File: src/rtl/lrb_pkg.sv
`timescale 1ns/1ps
package lrb_pkg;

    typedef enum logic [1:0] {
        ST_IDLE   = 2'd0,
        ST_FILL   = 2'd1,
        ST_REPLAY = 2'd2,
        ST_WAIT   = 2'd3
    } lrb_state_e;

    localparam logic [1:0] MODE_IDLE   = 2'd0;
    localparam logic [1:0] MODE_FILL   = 2'd1;
    localparam logic [1:0] MODE_REPLAY = 2'd2;

    typedef struct packed {
        logic       is_setup;
        logic       fits;
        logic [7:0] ctl_len;
        logic [8:0] sum;
    } lrb_setup_t;

    function automatic lrb_setup_t decode_setup(
        input logic [23:0] hdr,
        input logic [7:0]  op,
        input logic [8:0]  depth
    );
        lrb_setup_t s;
        logic [7:0] blen;
        s.ctl_len  = hdr[15:8];
        blen       = hdr[7:0];
        s.is_setup = (hdr[23:16] == op);
        s.sum      = {1'b0, s.ctl_len} + {1'b0, blen};
        s.fits     = (s.ctl_len != 8'd0) && (blen != 8'd0) && (s.sum <= depth);
        return s;
    endfunction

endpackage

File: src/rtl/lrb_setup_dec.sv
`timescale 1ns/1ps
module lrb_setup_dec
    import lrb_pkg::*;
#(
    parameter int         DEPTH    = 32,
    parameter logic [7:0] SETUP_OP = 8'hF0
) (
    input  logic [23:0] hdr,
    output lrb_setup_t  info
);
    localparam logic [8:0] DEPTH9 = 9'(DEPTH);

    always_comb info = decode_setup(hdr, SETUP_OP, DEPTH9);
endmodule

File: src/rtl/lrb_ring.sv
`timescale 1ns/1ps
module lrb_ring #(
    parameter int WORD_W = 32,
    parameter int DEPTH  = 32,
    localparam int AW    = $clog2(DEPTH)
) (
    input  logic              clk,
    input  logic              we,
    input  logic [AW-1:0]     waddr,
    input  logic [WORD_W-1:0] wdata,
    input  logic [AW-1:0]     raddr,
    output logic [WORD_W-1:0] rdata
);
    logic [WORD_W-1:0] mem [DEPTH];

    always_ff @(posedge clk) begin
        if (we) mem[waddr] <= wdata;
    end

    assign rdata = mem[raddr];
endmodule

File: src/rtl/lrb_ctrl.sv
`timescale 1ns/1ps
module lrb_ctrl
    import lrb_pkg::*;
#(
    parameter int DEPTH = 32,
    localparam int AW   = $clog2(DEPTH)
) (
    input  logic          clk,
    input  logic          rst,
    input  logic          flush,
    input  logic          f_valid,
    input  logic          d_ready,
    input  logic          exit_valid,
    input  logic          exit_taken,
    input  lrb_setup_t    setup,
    output lrb_state_e    state,
    output logic [AW-1:0] rd_ptr,
    output logic [AW-1:0] wr_ptr,
    output logic          wr_en
);
    logic [AW-1:0] ctl_last;
    logic [AW-1:0] tot_last;

    assign wr_en = (state == ST_FILL) && f_valid && d_ready;

    always_ff @(posedge clk) begin
        if (rst || flush) begin
            state    <= ST_IDLE;
            rd_ptr   <= '0;
            wr_ptr   <= '0;
            ctl_last <= '0;
            tot_last <= '0;
        end else begin
            case (state)
                ST_IDLE: begin
                    if (f_valid && setup.is_setup && setup.fits) begin
                        state    <= ST_FILL;
                        wr_ptr   <= '0;
                        ctl_last <= AW'(setup.ctl_len - 8'd1);
                        tot_last <= AW'(setup.sum - 9'd1);
                    end
                end
                ST_FILL: begin
                    if (wr_en) begin
                        wr_ptr <= wr_ptr + AW'(1);
                        if (wr_ptr == tot_last) begin
                            state  <= ST_REPLAY;
                            rd_ptr <= '0;
                        end
                    end
                end
                ST_REPLAY: begin
                    if (d_ready) begin
                        if (rd_ptr == ctl_last) state <= ST_WAIT;
                        if (rd_ptr == tot_last) rd_ptr <= '0;
                        else                    rd_ptr <= rd_ptr + AW'(1);
                    end
                end
                ST_WAIT: begin
                    if (exit_valid) state <= exit_taken ? ST_IDLE : ST_REPLAY;
                end
                default: state <= ST_IDLE;
            endcase
        end
    end
endmodule

File: src/rtl/loop_replay_buf.sv
`timescale 1ns/1ps
module loop_replay_buf
    import lrb_pkg::*;
#(
    parameter int         WORD_W   = 32,
    parameter int         DEPTH    = 32,
    parameter logic [7:0] SETUP_OP = 8'hF0
) (
    input  logic              clk,
    input  logic              rst,
    input  logic              flush,
    input  logic              f_valid,
    input  logic [WORD_W-1:0] f_word,
    output logic              f_ready,
    output logic              d_valid,
    output logic [WORD_W-1:0] d_word,
    input  logic              d_ready,
    input  logic              exit_valid,
    input  logic              exit_taken,
    output logic              fetch_hold,
    output logic [1:0]        mode
);
    localparam int AW = $clog2(DEPTH);

    lrb_setup_t        setup;
    lrb_state_e        state;
    logic [AW-1:0]     rd_ptr;
    logic [AW-1:0]     wr_ptr;
    logic              wr_en;
    logic [WORD_W-1:0] ring_word;

    lrb_setup_dec #(.DEPTH(DEPTH), .SETUP_OP(SETUP_OP)) u_dec (
        .hdr  (f_word[WORD_W-1:WORD_W-24]),
        .info (setup)
    );

    lrb_ctrl #(.DEPTH(DEPTH)) u_ctrl (
        .clk        (clk),
        .rst        (rst),
        .flush      (flush),
        .f_valid    (f_valid),
        .d_ready    (d_ready),
        .exit_valid (exit_valid),
        .exit_taken (exit_taken),
        .setup      (setup),
        .state      (state),
        .rd_ptr     (rd_ptr),
        .wr_ptr     (wr_ptr),
        .wr_en      (wr_en)
    );

    lrb_ring #(.WORD_W(WORD_W), .DEPTH(DEPTH)) u_ring (
        .clk   (clk),
        .we    (wr_en),
        .waddr (wr_ptr),
        .wdata (f_word),
        .raddr (rd_ptr),
        .rdata (ring_word)
    );

    always_comb begin
        d_word = f_word;
        case (state)
            ST_IDLE: begin
                d_valid = f_valid && !setup.is_setup;
                f_ready = setup.is_setup ? 1'b1 : d_ready;
            end
            ST_FILL: begin
                d_valid = f_valid;
                f_ready = d_ready;
            end
            ST_REPLAY: begin
                d_valid = 1'b1;
                f_ready = 1'b0;
                d_word  = ring_word;
            end
            default: begin
                d_valid = 1'b0;
                f_ready = 1'b0;
            end
        endcase
    end

    assign fetch_hold = (state == ST_REPLAY) || (state == ST_WAIT);

    always_comb begin
        case (state)
            ST_FILL: mode = MODE_FILL;
            ST_IDLE: mode = MODE_IDLE;
            default: mode = MODE_REPLAY;
        endcase
    end
endmodule

File: config.mk
export PLATFORM = sky130hd
export DESIGN_NAME = loop_replay_buf
export DESIGN_NICKNAME = d
export VERILOG_FILES = /design/src/rtl/lrb_pkg.sv /design/src/rtl/lrb_setup_dec.sv /design/src/rtl/lrb_ring.sv /design/src/rtl/lrb_ctrl.sv /design/src/rtl/loop_replay_buf.sv
export SDC_FILE = /design/constraint.sdc
export NUM_CORES = 1
export LEC_CHECK = 0
export BUFFER_PORTS_ARGS = -buffer_cell sky130_fd_sc_hd__buf_2
export CORE_MARGIN = 10
export CORE_UTILIZATION = 40
export CTS_CLUSTER_SIZE = 20
export DETAILED_ROUTE_END_ITERATION = 8
export HOLD_SLACK_MARGIN = 0.15
export PLACE_DENSITY_LB_ADDON = 0.12
export SYNTH_ARGS = -nofsm -noshare
export SYNTH_HDL_FRONTEND = slang
export SYNTH_SLANG_ARGS = --single-unit
File: constraint.sdc
create_clock -name clk -period 4.25 [get_ports clk]
set_input_delay 0.2125 -clock clk [delete_from_list [all_inputs] [get_ports clk]]
set_output_delay 0.2125 -clock clk [all_outputs]
set_load 0.01 [all_outputs]
# Word level (Yosys, flattened, before mapping)
# Memories as Yosys holds them, arrays and structs flattened. A register that Yosys moved wholly into a read port is not among the register bits.
# Index checks and enable logic that the tools add are counted.
classes:
  n_addsub: 5
  order_cmp: 1
  n_reduce_logical: 19
  n_eq_ne: 13
  n_mux: 25
ops:
  columns: ["operator", "count"]
  rows:
  - ["2-to-1 mux 5 bit", 8]
  - ["2-to-1 mux 32 bit", 1]
  - ["one-hot mux 5 bit (2 select lines)", 2]
  - ["nonzero test 8 bit", 2]
  - ["== test 5 bit", 3]
  - ["2-to-1 mux 2 bit", 7]
  - ["adder 5 x 1 -> 5 bit (second input constant)", 2]
  - ["subtractor 5 x 1 -> 5 bit (second input constant)", 2]
  - ["adder 8 x 8 -> 9 bit", 1]
  - ["<= comparator 9 x 6 -> 1 bit (second input constant)", 1]
  - ["== test 8 bit (second input constant)", 1]
  - ["one-hot mux 2 bit (4 select lines)", 1]
  - ["logical AND 1 bit", 7]
  - ["inequality test 2 x 1 -> 1 bit (second input constant)", 3]
  - ["inequality test 2 bit (second input constant)", 3]
  - ["AND reduction 6 bit", 1]
  - ["== test 2 bit (second input constant)", 2]
  - ["one-hot mux 2 bit (2 select lines)", 1]
  - ["AND reduction 4 bit", 1]
  - ["nonzero test 2 bit", 2]
  - ["2-to-1 mux 1 bit", 3]
  - ["one-hot mux 1 bit (3 select lines)", 1]
  - ["AND reduction 3 bit", 1]
  - ["== test 2 x 1 -> 1 bit (second input constant)", 1]
  - ["other kinds (5)", 6]
word_totals:
  mem_bits_rw: 1024
  wordCells: 69
  out_inout_bits: 37
  ff_bits: 22
  n_memories: 1
memory_table:
  columns: ["name", "words", "width", "rd", "rd_ports_with_merged_regs", "wr", "line", "text"]
  rows:
  - ["u_ring.mem", 32, 32, 1, 1, 1, "lrb_ring.sv:14", "logic [WORD_W-1:0] mem [DEPTH];"]

# Longest topological paths before layout
depth:
  word_depth: 7
  ltp_mapped: 10
  mapped_depth_nobuf: 9

# Hierarchy
# Synthesis repeated with hierarchy kept, for this count alone.
unflattened:
  hier_cells: 2497
  hier_area_um2: 42348.1
modules_own_cells:
  columns: ["module", "area_each_um2", "cells_each", "seq_area_each_um2", "instances"]
  rows:
  - ["lrb_ring", 39844.5, 2228, 30749.5, 1]
  - ["lrb_ctrl", 1386.3, 151, 440.4, 1]
  - ["loop_replay_buf", 606.8, 45, 0.0, 1]
  - ["lrb_setup_dec", 510.5, 73, 0.0, 1]

# Worst setup path before layout
# Ideal clock, no wire load.
synth_path:
  path_type: "register to register"
  startpoint: "register u_ctrl.state[0]"
  endpoint: "memory u_ring.mem[15][0] (enable)"
  arrival_ps: 2669
  stages_incl_launch_ff: 6
  setup_slack_ps: 1158
  path_cell_list: "dfxtp_1 > and2b_1 > and3_1 > clkbuf_1 > nand2_1 > nor2_1"
synth_via:
  elab_chain_len: 5
synth_lines:
  columns: ["element", "line", "text"]
  rows:
  - ["from (decl)", "lrb_ctrl.sv:16", "output lrb_state_e state,"]
  - ["from (signal assigned)", "lrb_ctrl.sv:60", "if (exit_valid) state <= exit_taken ? ST_IDLE : ST_REPLAY;"]
  - ["== test 2 x 1 -> 1 bit", "lrb_ctrl.sv:24", "assign wr_en = (state == ST_FILL) && f_valid && d_ready;"]
  - ["logical AND 1 bit (2 in a row)", "lrb_ctrl.sv:24", null]
  - ["2-to-1 mux 1 bit", "lrb_ring.sv:17", "if (we) mem[waddr] <= wdata;"]
  - ["2-to-1 mux 1 bit (not written as such)", "lrb_ring.sv:17", null]
  - ["to (decl)", "lrb_ring.sv:14", null]
# Every way passes these cells.

==> impl_results.md <==
- Outcome: complete, no violations
- Global route total overflow: 0
- GR Util met1: 0.2530
- Crit-path leading delay family: multiplexers
- Clock sinks: between 1000 and 1500
- I/O pin total: 76
- Critical Path End Type: output pin
- EDFF count, synth: between 1000 and 1500
- CORE AREA: 0.1019 mm2
- Initial antenna violation count: 4
- Skew-Pair Late Insertion Delay: 0.69 ns
- Leakage: 14.60 nW
- Least-Margin Pin Slew: 1.113 ns
- Cell breakdown of the critical path: buf_12 > mux4_2 > mux4_2 > mux2i_1 > o21ai_1 > buf_2
- Worst Hold Class: in -> reg
- Top-count cell post-synth: edfxtp_1
- Worst Hold End: u_ring.mem[22][9]
- Cell mode on critical path: mux4_2
- Number of H-tree levels: 3
- Rel. slew slack: 0.2542
- CP arrival: 3.59 ns
- Final worst setup slack: roughly 0.45 ns
- Hold path startpoint: f_word[9]
- Nets: 2088
- DP Cell Count: 3247
- Synthesis-stage register bit count: 1051
- Num CTS Buffers: 111
- Post-Route WL: 106.5 mm
- Number of port buffers: 75
- Routed wire per std cell: 30.55 um
- Power after layout: 21.06 mW
- Min Clock Period, post-route: 3.805 ns
- Post-synthesis sequential area ratio: 0.7625
- Via/cell ratio: 5.567
- Cts-stage hold buffer count: 40
- Post_cts resized: 0
- Die height: 340.3 um
- Worst Hold Depth: 2
- Root Buffer Master: clkbuf_16
- Commonest cells post-synth: edfxtp_1, mux4_2, nand2_1
- Total GRT Usage: 0.1830
- Endpoints failing setup: 0
- Largest net degree at the start of global routing: between 40 and 50
- Final hold violations: 0
- Die Wd: approximately 340 um
- Unrepaired setup endpoints after global routing: false
- Ys flop type: edfxtp_1
- Setup Slack @ Placement: 0.8524 ns
- R2R Path End: u_ctrl.tot_last[1]
- Worst flop-to-flop path startpoint: u_ctrl.state[0]
- CTS tree: yes
- WHS: roughly 0.22 ns
- Die ar.: roughly 0.12 mm2
- DRC viols: 0
- Reg2reg setup slack: roughly 0.5 ns
- M2 GR Usage: 0.2946
- Top Usage Layer GRT: met2
- Slowest stage cell, crit path: dfxtp_4
- Maxcap violations: 0
- Clock skew: 0.01606 ns
- Synth Instances: 1793
- Buffers & Inverters on Critical Path: 2
- Final setup TNS: 0 ns
- Post-route ant nets: 0
- CP Max Fanout: 42
- Critical path startpoint category: register
- Yosys warnings: 0
- Reg2reg path depth: 7
- Area share of the largest cell type after synthesis: 0.7493
- Pwr Density: roughly 440 mW/mm2
- Met3 GRT Util: 0.03707
- Final Cycle Share: 0.8953
- Final-report max-slew violation count: 0
- Worst-path clk slew: 0.06 ns
- Longest Clk Path Bufs: 3
- Gp weighted congestion: between 0.7 and 0.8
- Final HPWL DP: 63.15 mm
- Syn Std Cell Area: 0.04104 mm2
- Ranking of synthesized cells by area: edfxtp_1, mux4_2, dfxtp_1
- DRT iter0 DRCs: 1821
- Layout cell share with drive strength beyond 1: 0.3294
- Average size of a mapped cell: 22.89 um2
- Vias in the first global route: a little over 20000
- Pre-antenna DRT Iters: 6
- Global-route wire length before repair: 152.8 mm
- Leading area contributor after synthesis: edfxtp_1
- Post-CTS Setup Bufs: 0
- Area growth, synth to finish: 16.91%
- Syn nets: 1849
- Fmax: 262.8 MHz
- Via Count: 19401
- Initial Utilization: 0.4028
- Worst EP required: 4.04 ns
- # rows: about 120
- FFs w/ async S/R, synth: 0
- Layout Cells excl Fill: about 3500
- CP peak stage delay: 0.62 ns
- Synth cell types: 53
- Worst vdd ir: 0.3028 mV
- Crit path kind: reg -> out
-- kinds of logic (layout without fill, tap and decap cells) --
family                     Yosys count  in the layout  share of synthesized area
AOI/OAI and AO/OA                   70             70                    0.01043
muxes                              364            364                     0.1864
xor gates and xnor gates            23             23                   0.004909
adders and majority gates           17             17                   0.005366
and+or+nand+nor                    162            162                    0.01887
DFF                               1051           1051                     0.7625
other                                0              1                          0
buffers and inverters              106            429                    0.01156
-- cell type report --
cell class | count | area (um2)
Antenna cell | 1 | 2.502
Inverter | 12 | 45.04
Sequential cell | 1051 | 31310
Timing Repair Buffer | 220 | 1927
Fill cell | 8485 | 53910
Multi-Input combinational cell | 636 | 9522
Clock buffer | 136 | 2914
Clock inverter | 61 | 545.5
Tap cell | 1368 | 1712
-- power breakdown --
part | switching (mW) | leakage (nW) | internal, mW
logic | 0.268 | 3.49 | 0.102
clock network | 3.90 | 1.69 | 5.43
registers | 0.00000943 | 9.42 | 11.4
-- registers in the layout, summed over array words and instances (netlist names), named ones only --
name	flops
u_ctrl.tot_last	5
u_ctrl.rd_ptr	5
u_ring.mem	1024
u_ctrl.wr_ptr	5
u_ctrl.ctl_last	5
u_ctrl.state	2
-- placed cells by master, fill, tap and decap left out, types with 5 or more instances in the layout --
cell type	n
edfxtp_1	1024
mux4_2	320
clkbuf_16	113
buf_4	76
buf_2	75
nand2_1	62
mux2i_1	44
dlygate4sd3_1	40
o21ai_1	32
nor2_4	32
buf_12	29
clkinv_1	26
clkbuf_1	23
dfxtp_1	22
clkinv_2	18
ha_1	16
inv_1	12
xor2_1	12
nor2_1	11
nand3_1	11
o21ai_0	11
xnor2_1	11
bufinv_16	10
a21oi_1	8
and3_1	6
nor4_1	6
dfxtp_4	5
-- per-layer routing --
layer	up-vias	wire, um
li1	8094	-
met1	10596	45870
met2	580	51590
met3	129	6774
met4	2	2225
met5	-	13
-- worst max path at each step --
stage	startpoint	end	slack (ns)	depth (start not counted)
6_report	register	d_word[16]	0.45	6
5_1_grt	register	d_word[16]	0.20	6
4_1_cts	register	d_word[16]	0.34	6
3_5_place_dp	u_ctrl.state[0]	u_ring.mem[24][8]	0.85	5
3_3_place_gp	f_word[8]	u_ctrl.wr_ptr[1]	0.87	10
2_1_floorplan	u_ctrl.state[0]	u_ring.mem[15][0]	1.16	5
-- per-stage QoR --
stage                       util  instance area [um2]
after floorplan                -                41040
final                     0.4709                47980
after detailed placement  0.4330                44110
after global routing      0.4709                47980
after CTS                 0.4708                47970
after global placement    0.4330                44110
-- worst register-to-register path, cell delays in order (launching register included) --
cell and delay (ns):
dfxtp_1 0.48, and3b_1 0.33, nand4b_1 0.51, a2111oi_2 0.42, o2111ai_1 0.24, nor3_2 0.88, mux2i_1 0.26, dlygate4sd3_1 0.56
Note: power is estimated with default switching activity, not from simulation.
